File: src/rtl/nanprop_pkg.sv
package nanprop_pkg;

  typedef enum logic [1:0] {
    POL_SIG_FIRST = 2'd0,
    POL_FIRST_NAN = 2'd1,
    POL_LAST_NAN  = 2'd2,
    POL_LARGER    = 2'd3
  } nan_policy_e;

  typedef struct packed {
    logic is_nan;
    logic is_snan;
    logic is_qnan;
  } nan_cls_t;

endpackage

File: src/rtl/nanprop_classify.sv
module nanprop_classify
  import nanprop_pkg::*;
#(
  parameter int EXP_W  = 8,
  parameter int FRAC_W = 23
) (
  input  logic [EXP_W+FRAC_W:0] op,
  input  logic                  alt_pol,
  input  logic                  no_snan,
  output nan_cls_t              cls
);
  localparam int MSB = FRAC_W - 1;

  logic [EXP_W-1:0]  exp_f;
  logic [FRAC_W-1:0] frac_f;
  logic              any_nan;
  logic              msb_sig;

  assign exp_f  = op[EXP_W+FRAC_W-1:FRAC_W];
  assign frac_f = op[FRAC_W-1:0];

  always_comb begin
    any_nan = (&exp_f) && (|frac_f);
    // the fraction MSB means "signaling" when it matches the polarity bit
    msb_sig = (frac_f[MSB] == alt_pol);
    cls.is_nan  = any_nan;
    cls.is_snan = any_nan && !no_snan && msb_sig;
    cls.is_qnan = any_nan && (no_snan || !msb_sig);
  end

endmodule

File: src/rtl/nanprop_pick.sv
module nanprop_pick
  import nanprop_pkg::*;
#(
  parameter int FRAC_W = 23
) (
  input  nan_cls_t          cls_a,
  input  nan_cls_t          cls_b,
  input  logic [1:0]        policy,
  input  logic              sign_a,
  input  logic              sign_b,
  input  logic [FRAC_W-1:0] frac_a,
  input  logic [FRAC_W-1:0] frac_b,
  output logic              pick_b
);
  logic a_wins_size;

  // larger fraction wins; on a full fraction tie a positive A beats a negative B
  assign a_wins_size = (frac_a > frac_b) ||
                       ((frac_a == frac_b) && !sign_a && sign_b);

  always_comb begin
    pick_b = 1'b1;
    unique case (nan_policy_e'(policy))
      POL_SIG_FIRST: begin
        if (cls_a.is_snan)      pick_b = 1'b0;
        else if (cls_b.is_snan) pick_b = 1'b1;
        else if (cls_a.is_qnan) pick_b = 1'b0;
        else                    pick_b = 1'b1;
      end
      POL_FIRST_NAN: pick_b = !cls_a.is_nan;
      POL_LAST_NAN:  pick_b = cls_b.is_nan;
      POL_LARGER: begin
        if (cls_a.is_snan) begin
          if (cls_b.is_snan)      pick_b = !a_wins_size;
          else if (cls_b.is_qnan) pick_b = 1'b1;
          else                    pick_b = 1'b0;
        end else if (cls_a.is_qnan) begin
          if (cls_b.is_qnan) pick_b = !a_wins_size;
          else               pick_b = 1'b0;
        end else begin
          pick_b = 1'b1;
        end
      end
      default: pick_b = 1'b1;
    endcase
  end

endmodule

File: src/rtl/nanprop_shape.sv
module nanprop_shape #(
  parameter int EXP_W  = 8,
  parameter int FRAC_W = 23
) (
  input  logic [EXP_W+FRAC_W:0] chosen,
  input  logic                  chosen_snan,
  input  logic                  alt_pol,
  input  logic                  dflt_mode,
  output logic [EXP_W+FRAC_W:0] shaped
);
  localparam int MSB = FRAC_W - 1;

  logic [FRAC_W-1:0] quiet_frac;
  logic [FRAC_W-1:0] dflt_frac;

  always_comb begin
    quiet_frac = chosen[FRAC_W-1:0];
    if (chosen_snan) begin
      if (alt_pol) begin
        quiet_frac[MSB]   = 1'b0;
        quiet_frac[MSB-1] = 1'b1;
      end else begin
        quiet_frac[MSB]   = 1'b1;
      end
    end
    dflt_frac = alt_pol ? {1'b0, {(FRAC_W-1){1'b1}}} : {1'b1, {(FRAC_W-1){1'b0}}};
    if (dflt_mode)
      shaped = {1'b0, {EXP_W{1'b1}}, dflt_frac};
    else
      shaped = {chosen[EXP_W+FRAC_W:FRAC_W], quiet_frac};
  end

endmodule

File: src/rtl/nanprop_sel.sv
module nanprop_sel
  import nanprop_pkg::*;
#(
  parameter int EXP_W   = 8,
  parameter int FRAC_W  = 23,
  parameter bit OUT_REG = 1'b1
) (
  input  logic                      clk,
  input  logic                      rst,
  input  logic [EXP_W+FRAC_W:0]     op_a,
  input  logic [EXP_W+FRAC_W:0]     op_b,
  input  logic [1:0]                policy,
  input  logic                      alt_pol,
  input  logic                      no_snan,
  input  logic                      dflt_mode,
  output logic [EXP_W+FRAC_W:0]     result,
  output logic                      invalid
);
  localparam int W      = 1 + EXP_W + FRAC_W;
  localparam int N_OPS  = 2;
  localparam int MSB    = FRAC_W - 1;

  logic [W-1:0] ops [N_OPS];
  nan_cls_t     cls [N_OPS];
  logic         pick_b;
  logic [W-1:0] chosen;
  logic         chosen_snan;
  logic [W-1:0] res_c;
  logic         inv_c;
  logic         any_nan;

  assign ops[0] = op_a;
  assign ops[1] = op_b;

  generate
    for (genvar gi = 0; gi < N_OPS; gi++) begin : g_cls
      nanprop_classify #(.EXP_W(EXP_W), .FRAC_W(FRAC_W)) u_cls (
        .op      (ops[gi]),
        .alt_pol (alt_pol),
        .no_snan (no_snan),
        .cls     (cls[gi])
      );
    end
  endgenerate

  nanprop_pick #(.FRAC_W(FRAC_W)) u_pick (
    .cls_a  (cls[0]),
    .cls_b  (cls[1]),
    .policy (policy),
    .sign_a (op_a[W-1]),
    .sign_b (op_b[W-1]),
    .frac_a (op_a[FRAC_W-1:0]),
    .frac_b (op_b[FRAC_W-1:0]),
    .pick_b (pick_b)
  );

  assign chosen      = pick_b ? op_b : op_a;
  assign chosen_snan = pick_b ? cls[1].is_snan : cls[0].is_snan;
  assign inv_c       = cls[0].is_snan | cls[1].is_snan;
  assign any_nan     = cls[0].is_nan | cls[1].is_nan;

  nanprop_shape #(.EXP_W(EXP_W), .FRAC_W(FRAC_W)) u_shape (
    .chosen      (chosen),
    .chosen_snan (chosen_snan),
    .alt_pol     (alt_pol),
    .dflt_mode   (dflt_mode),
    .shaped      (res_c)
  );

  generate
    if (OUT_REG) begin : g_reg
      always_ff @(posedge clk) begin
        if (rst) begin
          result  <= '0;
          invalid <= 1'b0;
        end else begin
          result  <= res_c;
          invalid <= inv_c;
        end
      end

      // registered outputs follow the previous cycle's combinational answer
      assert_out_reg_R12: assert property (@(posedge clk) disable iff (rst)
        !$past(rst) |-> (result == $past(res_c) && invalid == $past(inv_c)));
    end else begin : g_comb
      assign result  = res_c;
      assign invalid = inv_c;
    end
  endgenerate

  // invalid can only come from a classified NaN operand
  assert_invalid_src_R11: assert property (@(posedge clk) disable iff (rst)
    inv_c |-> any_nan);

  // no-signaling mode never raises the flag
  assert_nosnan_flag_R3: assert property (@(posedge clk) disable iff (rst)
    no_snan |-> !inv_c);

  // a NaN input always yields a NaN output
  assert_result_nan_R8: assert property (@(posedge clk) disable iff (rst)
    any_nan |-> ((&res_c[W-2:FRAC_W]) && (|res_c[FRAC_W-1:0])));

  // the output is quiet under the active polarity
  assert_result_quiet_R9: assert property (@(posedge clk) disable iff (rst)
    (any_nan && !no_snan) |-> (res_c[MSB] == !alt_pol));

  // first-NaN rule keeps A when A is a NaN
  assert_first_nan_R5: assert property (@(posedge clk) disable iff (rst)
    (policy == 2'd1 && cls[0].is_nan) |-> !pick_b);

  // last-NaN rule keeps B when B is a NaN
  assert_last_nan_R6: assert property (@(posedge clk) disable iff (rst)
    (policy == 2'd2 && cls[1].is_nan) |-> pick_b);

endmodule

File: config.mk
export PLATFORM = sky130hd
export DESIGN_NAME = nanprop_sel
export DESIGN_NICKNAME = d
export VERILOG_FILES = /design/src/rtl/nanprop_pkg.sv /design/src/rtl/nanprop_classify.sv /design/src/rtl/nanprop_pick.sv /design/src/rtl/nanprop_shape.sv /design/src/rtl/nanprop_sel.sv
export SDC_FILE = /design/constraint.sdc
export NUM_CORES = 1
export LEC_CHECK = 0
export CAP_MARGIN = 10
export CORE_MARGIN = 10
export CORE_UTILIZATION = 63
export DETAILED_ROUTE_END_ITERATION = 12
export DONT_BUFFER_PORTS = 1
export PLACE_DENSITY = 0.79
export SLEW_MARGIN = 20
export SYNTH_ARGS = -nofsm -noshare
export SYNTH_HDL_FRONTEND = slang
export SYNTH_SLANG_ARGS = --single-unit
File: constraint.sdc
create_clock -name clk -period 2.7 [get_ports clk]
set_clock_uncertainty 0.1 [all_clocks]
set_input_delay 0.27 -clock clk [delete_from_list [all_inputs] [get_ports clk]]
set_output_delay 0.27 -clock clk [all_outputs]
set_load 0.02 [all_outputs]
==> reports/qor.yml, run 1 <==
globalplace.congestion: 0.9346
diodes: 0
p_leak_uw: 0.001028
final-seq-area_um2: 660.6
start_util_pct: 66.26
finalCoreUtilization_pct: 70.95
setup_violations: 0
async_reset_ff_share_pct: 0
synthCells: 257
fin_crit_sh_pct: 83.41
cpMaxStageDelayCell: "a2111oi_0"
cp-end-kind: "flop"
drive_above_1_share_pct: 6.792
worstPathMaxFanout: 11
antenna_left: 0
grt_pass1_wl_um: 10090
ys_seq_area_share_pct: 29.42
rsz0062_at_grt: "false"
yosysUniqueCellTypes: 46
grt_antenna_before_repair: 0
startpoint_type: "input port"
rows: 21
clockBufferDepth: 2
timing.slew.headroom_pct: 56.66
synth_edf_count: 0
port_buffers: 0
synth_warnings: 0
power.share.switching_pct: 30.69
worstPathCellList: "inv_1, ha_1, a21o_1, nand3_1, a2111oi_0, a211oi_1, a211oi_4, buf_4, mux2i_1, o21ai_1"
vias: 1995
whs_endpoint: "result[20]"
drt_iter0_drc: 131
cts.sink_count: 33
grt_overflow_total: 0
cts_resized: 0
fin_nets: 358
slew_viol_final: 0
grt_pass1_vias: 2007
combPwrFrac_pct: 17.7
syn_area_per_cell_um2: 8.739
synth_nets: 351
drc_errors: 0
dieArea_um2: 6353
hold_start: "op_b[20]"
status: "finished clean"
fmax_ghz: 0.4441
maxCapViolCount: 0
multi_input_area_um2: 1415
finalSetupTns_ns: 0
grt_max_degree: 23
hold_path_class: "input port to flop"
holdPathStages: 2
fillers: 269
p_int_uw: 769.1
first_pass_iters: 4
root_buffer: "clkbuf_4"
pwr-share-seq_pct: 52.5
die_h_um: 79.71
ir_drop_uv: 287.4
ios: 104
holdWs_ns: 0.002048
yosysTopAreaCell: "dfxtp_1"
arrival_ns: 2.36
wire_per_inst_um: 20.87
min_period_ns: 2.252
slowest_delay_ns: 0.55
yosys-top-cells-area: "dfxtp_1, mux2i_1, ha_1"
synthesis.area_um2: 2246
grt_use_total_pct: 20.00
die_w_um: 79.71
critical_path_class: "input port to flop"
synth_top_area_share_pct: 29.42
path_clk_slew_ns: 0.12
dp_hpwl_um: 5372
clock_power_share_pct: 29.8
hold_violations: 0
p_switching_uw: 340.5
worst_ep_required_time_ns: 2.81
core-area_um2: 3390
wl_um: 6492
worst_slew_pin_slew_ns: 0.6500
synth-seq-cells: 33
synth_ff_type: "dfxtp_1"
via_per_inst: 6.415
cts_tree: "built"
ctsHtreeMaxLevel: 2
cts_setup_buffers: 0
cts_buffers: 5
area_growth_pct: 7.075
powerDensity_nw_per_um2: 461.4
cell type report:
cell class | count | share of cell area (%)
Multi-Input combinational cell | 186 | 58.84
Clock buffer | 7 | 2.706
Inverter | 27 | 4.214
Sequential cell | 33 | 27.47
Tap cell | 46 | 2.393
Timing Repair Buffer | 11 | 4.162
Clock inverter | 1 | 0.2081
synth_stat cells, types with 2 or more instances:
master,n
dfxtp_1,33
mux2i_1,31
inv_1,27
ha_1,23
o21ai_1,21
a21oi_1,15
nand4_1,15
nor4_1,12
nor2_1,11
nand2_1,7
clkbuf_1,6
nor3_1,5
a211oi_1,3
a21o_1,3
buf_6,3
nand3_1,3
nor2b_1,3
a211o_1,2
o2111ai_1,2
o211ai_1,2
o21a_1,2
o21ai_0,2
or2_2,2
xor2_1,2
registers in the layout, summed over array words and instances (netlist names):
| name | cells |
|---|---|
| result | 32 |
| invalid | 1 |
per-layer routing:
layer	share of wire, %	routed length [um]	vias up	GRT usage, %
met5	0	0	-	0
met2	48	3091	92	33.17
li1	-	-	969	-
met4	1.8	116	0	6.810
met3	14	883	12	9.572
met1	37	2399	922	21.79
stage by stage:
step           std cells  cell area [um^2]  setup slack [ns]  power [uW]
5_1_grt              311              2405            0.3257        1167
2_1_floorplan        257              2246            0.2629       750.3
4_1_cts              309              2385            0.4477        1112
3_3_place_gp         296              2265            0.2085       775.0
6_report             311              2405            0.4480        1110
3_5_place_dp         296              2265           0.07952       780.8
worst max path at each step:
stage,start,endpoint,cells past startpoint
finish,op_b[8],result[3],10
global placement,op_b[19],result[4],9
CTS,op_b[8],result[3],10
floorplan,op_b[8],result[22],9
detailed placement,op_b[8],result[3],10
global route,op_b[19],result[10],9
logic make-up after synthesis:
family / after synthesis / share of synthesized area, %
xor+xnor: 3 / 1.170
simple gates: 65 / 16.21
buf+inv: 38 / 7.576
fa+ha+maj: 23 / 12.81
compound gates: 63 / 18.50
mux: 32 / 14.32
flops: 33 / 29.41
placed cells by master (no fill, tap or decap), types with 2 or more instances in the layout:
cell type,synthesis,final
dfxtp_1,33,33
mux2i_1,31,31
inv_1,27,27
ha_1,23,23
o21ai_1,21,21
nand4_1,15,15
a21oi_1,15,15
nor4_1,12,12
nor2_1,11,11
nand2_1,7,7
dlygate4sd3_1,0,7
nor3_1,5,5
clkbuf_4,0,5
buf_4,1,4
a211oi_1,3,3
a21o_1,3,3
nand3_1,3,3
nor2b_1,3,3
or2_2,2,2
o21a_1,2,2
a211o_1,2,2
o211ai_1,2,2
o2111ai_1,2,2
o21ai_0,2,2
xor2_1,2,2
clkbuf_8,0,2
power by group through the flow:
stage	Combinational, uW	Sequential [uW]	Clock (uW)
global placement	180	595	0
CTS	194	585	333
global route	224	586	356
detailed placement	185	596	0
floorplan	162	588	0
finish	197	583	330
worst max-delay path: cells and delay by family:
family,cells,cell delay [ns]
buffers and inverters,2,0.30
adders and majority gates,1,0.28
muxes,1,0.23
AOI/OAI and AO/OA,5,1.20
and+or+nand+nor,1,0.07
what timing repair did:
item	CTS	global route
hold endpoints to repair	12	2
hold buffers	5	2
endpoints found under the setup margin	0	0
(Power assumes the default switching activity.)
==> run 2: changes to the inputs <==
--- a/config.mk
+++ b/config.mk
@@ -7,10 +7,10 @@
 export LEC_CHECK = 0
 export CAP_MARGIN = 10
 export CORE_MARGIN = 10
-export CORE_UTILIZATION = 63
+export CORE_UTILIZATION = 57
 export DETAILED_ROUTE_END_ITERATION = 12
 export DONT_BUFFER_PORTS = 1
-export PLACE_DENSITY = 0.79
+export PLACE_DENSITY = 0.75
 export SLEW_MARGIN = 20
 export SYNTH_ARGS = -nofsm -noshare
 export SYNTH_HDL_FRONTEND = slang
==> constraint.sdc (replaced) <==
create_clock -name clk -period 1.9 [get_ports clk]
set_clock_uncertainty 0.1 [all_clocks]
set_input_delay 0.19 -clock clk [delete_from_list [all_inputs] [get_ports clk]]
set_output_delay 0.19 -clock clk [all_outputs]
set_load 0.02 [all_outputs]
==> reports/qor.yml, run 2 (same netlist as run 1, synthesis figures left out) <==
status: "complete, but fails checks"  # was finished clean
violations: "negative hold slack, negative setup slack"
top_register: "result"  # unchanged
cts.sink_count: 33  # unchanged
wl_um: 10860  # was 6492 um
core-area_um2: 3744  # was 3390 um^2
ios: 104  # unchanged
met1_usage_pct: 29.50  # was 21.79%
hold_violations: 3  # was 0
grt_pass1_vias: 2637  # was 2007
drt_iter0_drc: 453  # was 131
dp_hpwl_um: 5720  # was 5372 um
holdWs_ns: -0.01865  # was 0.002048 ns
slew_viol_final: 0  # unchanged
p_int_uw: 1332  # was 769.1 uW
clockBufferDepth: 2  # unchanged
root_buffer: "clkbuf_8"  # was clkbuf_4
antenna_left: 0  # unchanged
p_leak_uw: 0.001364  # was 0.001028 uW
rsz0062_at_grt: "true"  # was false
wire_per_inst_um: 28.97  # was 20.87 um
port_buffers: 0  # unchanged
drc_errors: 0  # unchanged
combPwrFrac_pct: 26.0  # was 17.7%
power.share.switching_pct: 31.44  # was 30.69%
fillers: 171  # was 269
layout_common_cells: "dlygate4sd3_1, dfxtp_1, mux2i_1, buf_4, o21ai_1"  # was dfxtp_1, mux2i_1, inv_1, ha_1, o21ai_1
ir_drop_uv: 415.2  # was 287.4 uV
place_area_um2: 2509  # was 2265 um^2
setup_violations: 32  # was 0
vias: 2764  # was 1995
use_met2_pct: 45.60  # was 33.17%
timing.slew.headroom_pct: 68.53  # was 56.66%
start_util_pct: 59.99  # was 66.26%
startpoint_type: "input port"  # unchanged
p_switching_uw: 611.0  # was 340.5 uW
critical_path_class: "input port to flop"  # unchanged
dieArea_um2: 6851  # was 6353 um^2
instances_no_fill: 375  # was 311
worst_slew_pin_slew_ns: 0.4721  # was 0.6500 ns
fin_crit_sh_pct: 127.7
diodes: 0  # unchanged
drive_above_1_share_pct: 22.02  # was 6.792%
arrival_ns: 2.49  # was 2.36 ns
rows: 22  # was 21
path_clk_slew_ns: 0.07  # was 0.12 ns
globalplace.congestion: 0.8580  # was 0.9346
use_met3_pct: 7.004  # was 9.572%
die_w_um: 82.77  # was 79.71 um
die_h_um: 82.77  # was 79.71 um
powerDensity_nw_per_um2: 595.1  # was 461.4 nW/um^2
largest_register_ffs: 32  # unchanged
cts_buffers: 5  # unchanged
worstPathMaxFanout: 7  # was 11
cts_tree: "built"  # unchanged
grt_antenna_before_repair: 0  # unchanged
pwr-share-seq_pct: 42.8  # was 52.5%
min_period_ns: 2.427
dp_cells: 314  # was 296
finalSetupTns_ns: -12.80  # was 0 ns
via_per_inst: 7.371  # was 6.415
grt_max_degree: 23  # unchanged
grt_use_total_pct: 26.16  # was 20.00%
area_growth_pct: 45.40  # was 7.075%
ctsHtreeMaxLevel: 2  # unchanged
stdcell_area_um2: 3266  # was 2405 um^2
fmax_ghz: 0.4121
cp-end-kind: "flop"  # unchanged
setup_slack_ns: -0.5267  # was 0.4480 ns
fin_nets: 420  # was 358
grt_overflow_total: 0  # unchanged
grt-busiest-layer: "met2"  # unchanged
maxCapViolCount: 0  # unchanged
grt_pass1_wl_um: 13800  # was 10090 um
layout_commonest_cell: "dlygate4sd3_1"  # was dfxtp_1
worst_ep_required_time_ns: 1.96  # was 2.81 ns
clock_power_share_pct: 31.2  # was 29.8%
reg_top3: "result (32), invalid (1)"  # unchanged
hold_path_class: "input port to flop"  # unchanged
first_pass_iters: 6  # was 4
run 2: final cells by class:
| class | instances | area [um^2] | area share, % |
|---|---|---|---|
| clock buffer | 7 | 96.34 | 2.950 |
| sequential | 33 | 660.6 | 20.23 |
| timing repair buffer | 73 | 714.4 | 21.88 |
| multi-input combinational | 186 | 1580 | 48.39 |
| tap | 48 | 60.06 | 1.839 |
| clock inverter | 1 | 5.005 | 0.1533 |
| inverter | 27 | 148.9 | 4.559 |
run 2: power groups by stage:
stage	clock [uW]	sequential, uW	combinational [uW]
finish	607	832	504
global route	621	834	532
CTS	589	832	408
detailed placement	0	848	318
global placement	0	846	309
floorplan	0	836	247
run 2: repair_timing:
item                                    4_1_cts  5_1_grt
gates cloned                                  1        1
endpoints found under the hold margin        26        0
setup buffers                                 5        9
hold buffers                                 38        0
pin swaps                                     5        9
gates resized for setup                      20        9
endpoints found under the setup margin       32       32
run 2: worst max-delay path, stage by stage:
cell	delay (ns)
inv_1	0.02
ha_1	0.33
nand4_1	0.23
nor4_4	0.43
a211oi_2	0.16
a211oi_4	0.40
buf_12	0.20
clkbuf_16	0.16
mux2i_1	0.25
o21ai_1	0.11
run 2: worst paths after layout:
| path | from | to | depth (start not counted) |
|---|---|---|---|
| worst min-delay path | op_a[11] | result[11] | 2 |
| worst max-delay path | op_b[10] | result[15] | 10 |
run 2: per-stage QoR:
| stage | hold slack (ns) | worst slack [ns] | util [%] | power (uW) |
|---|---|---|---|---|
| CTS | 0.0008318 | -0.1450 | 83.26 | 1829 |
| global route | 0.003248 | -0.5257 | 87.23 | 1987 |
| floorplan | 0.2339 | -0.3790 | - | 1083 |
| detailed placement | 0.1633 | -0.5690 | 67.01 | 1165 |
| finish | -0.01865 | -0.5267 | 87.23 | 1943 |
| global placement | 0.1617 | -0.5105 | 67.01 | 1155 |
run 2: routing by layer:
metal / share of wire, % / up-vias
li1: - / 1094
met1: 32 / 1268
met2: 46 / 311
met3: 15 / 91
met4: 7.2 / 0
met5: 0 / -
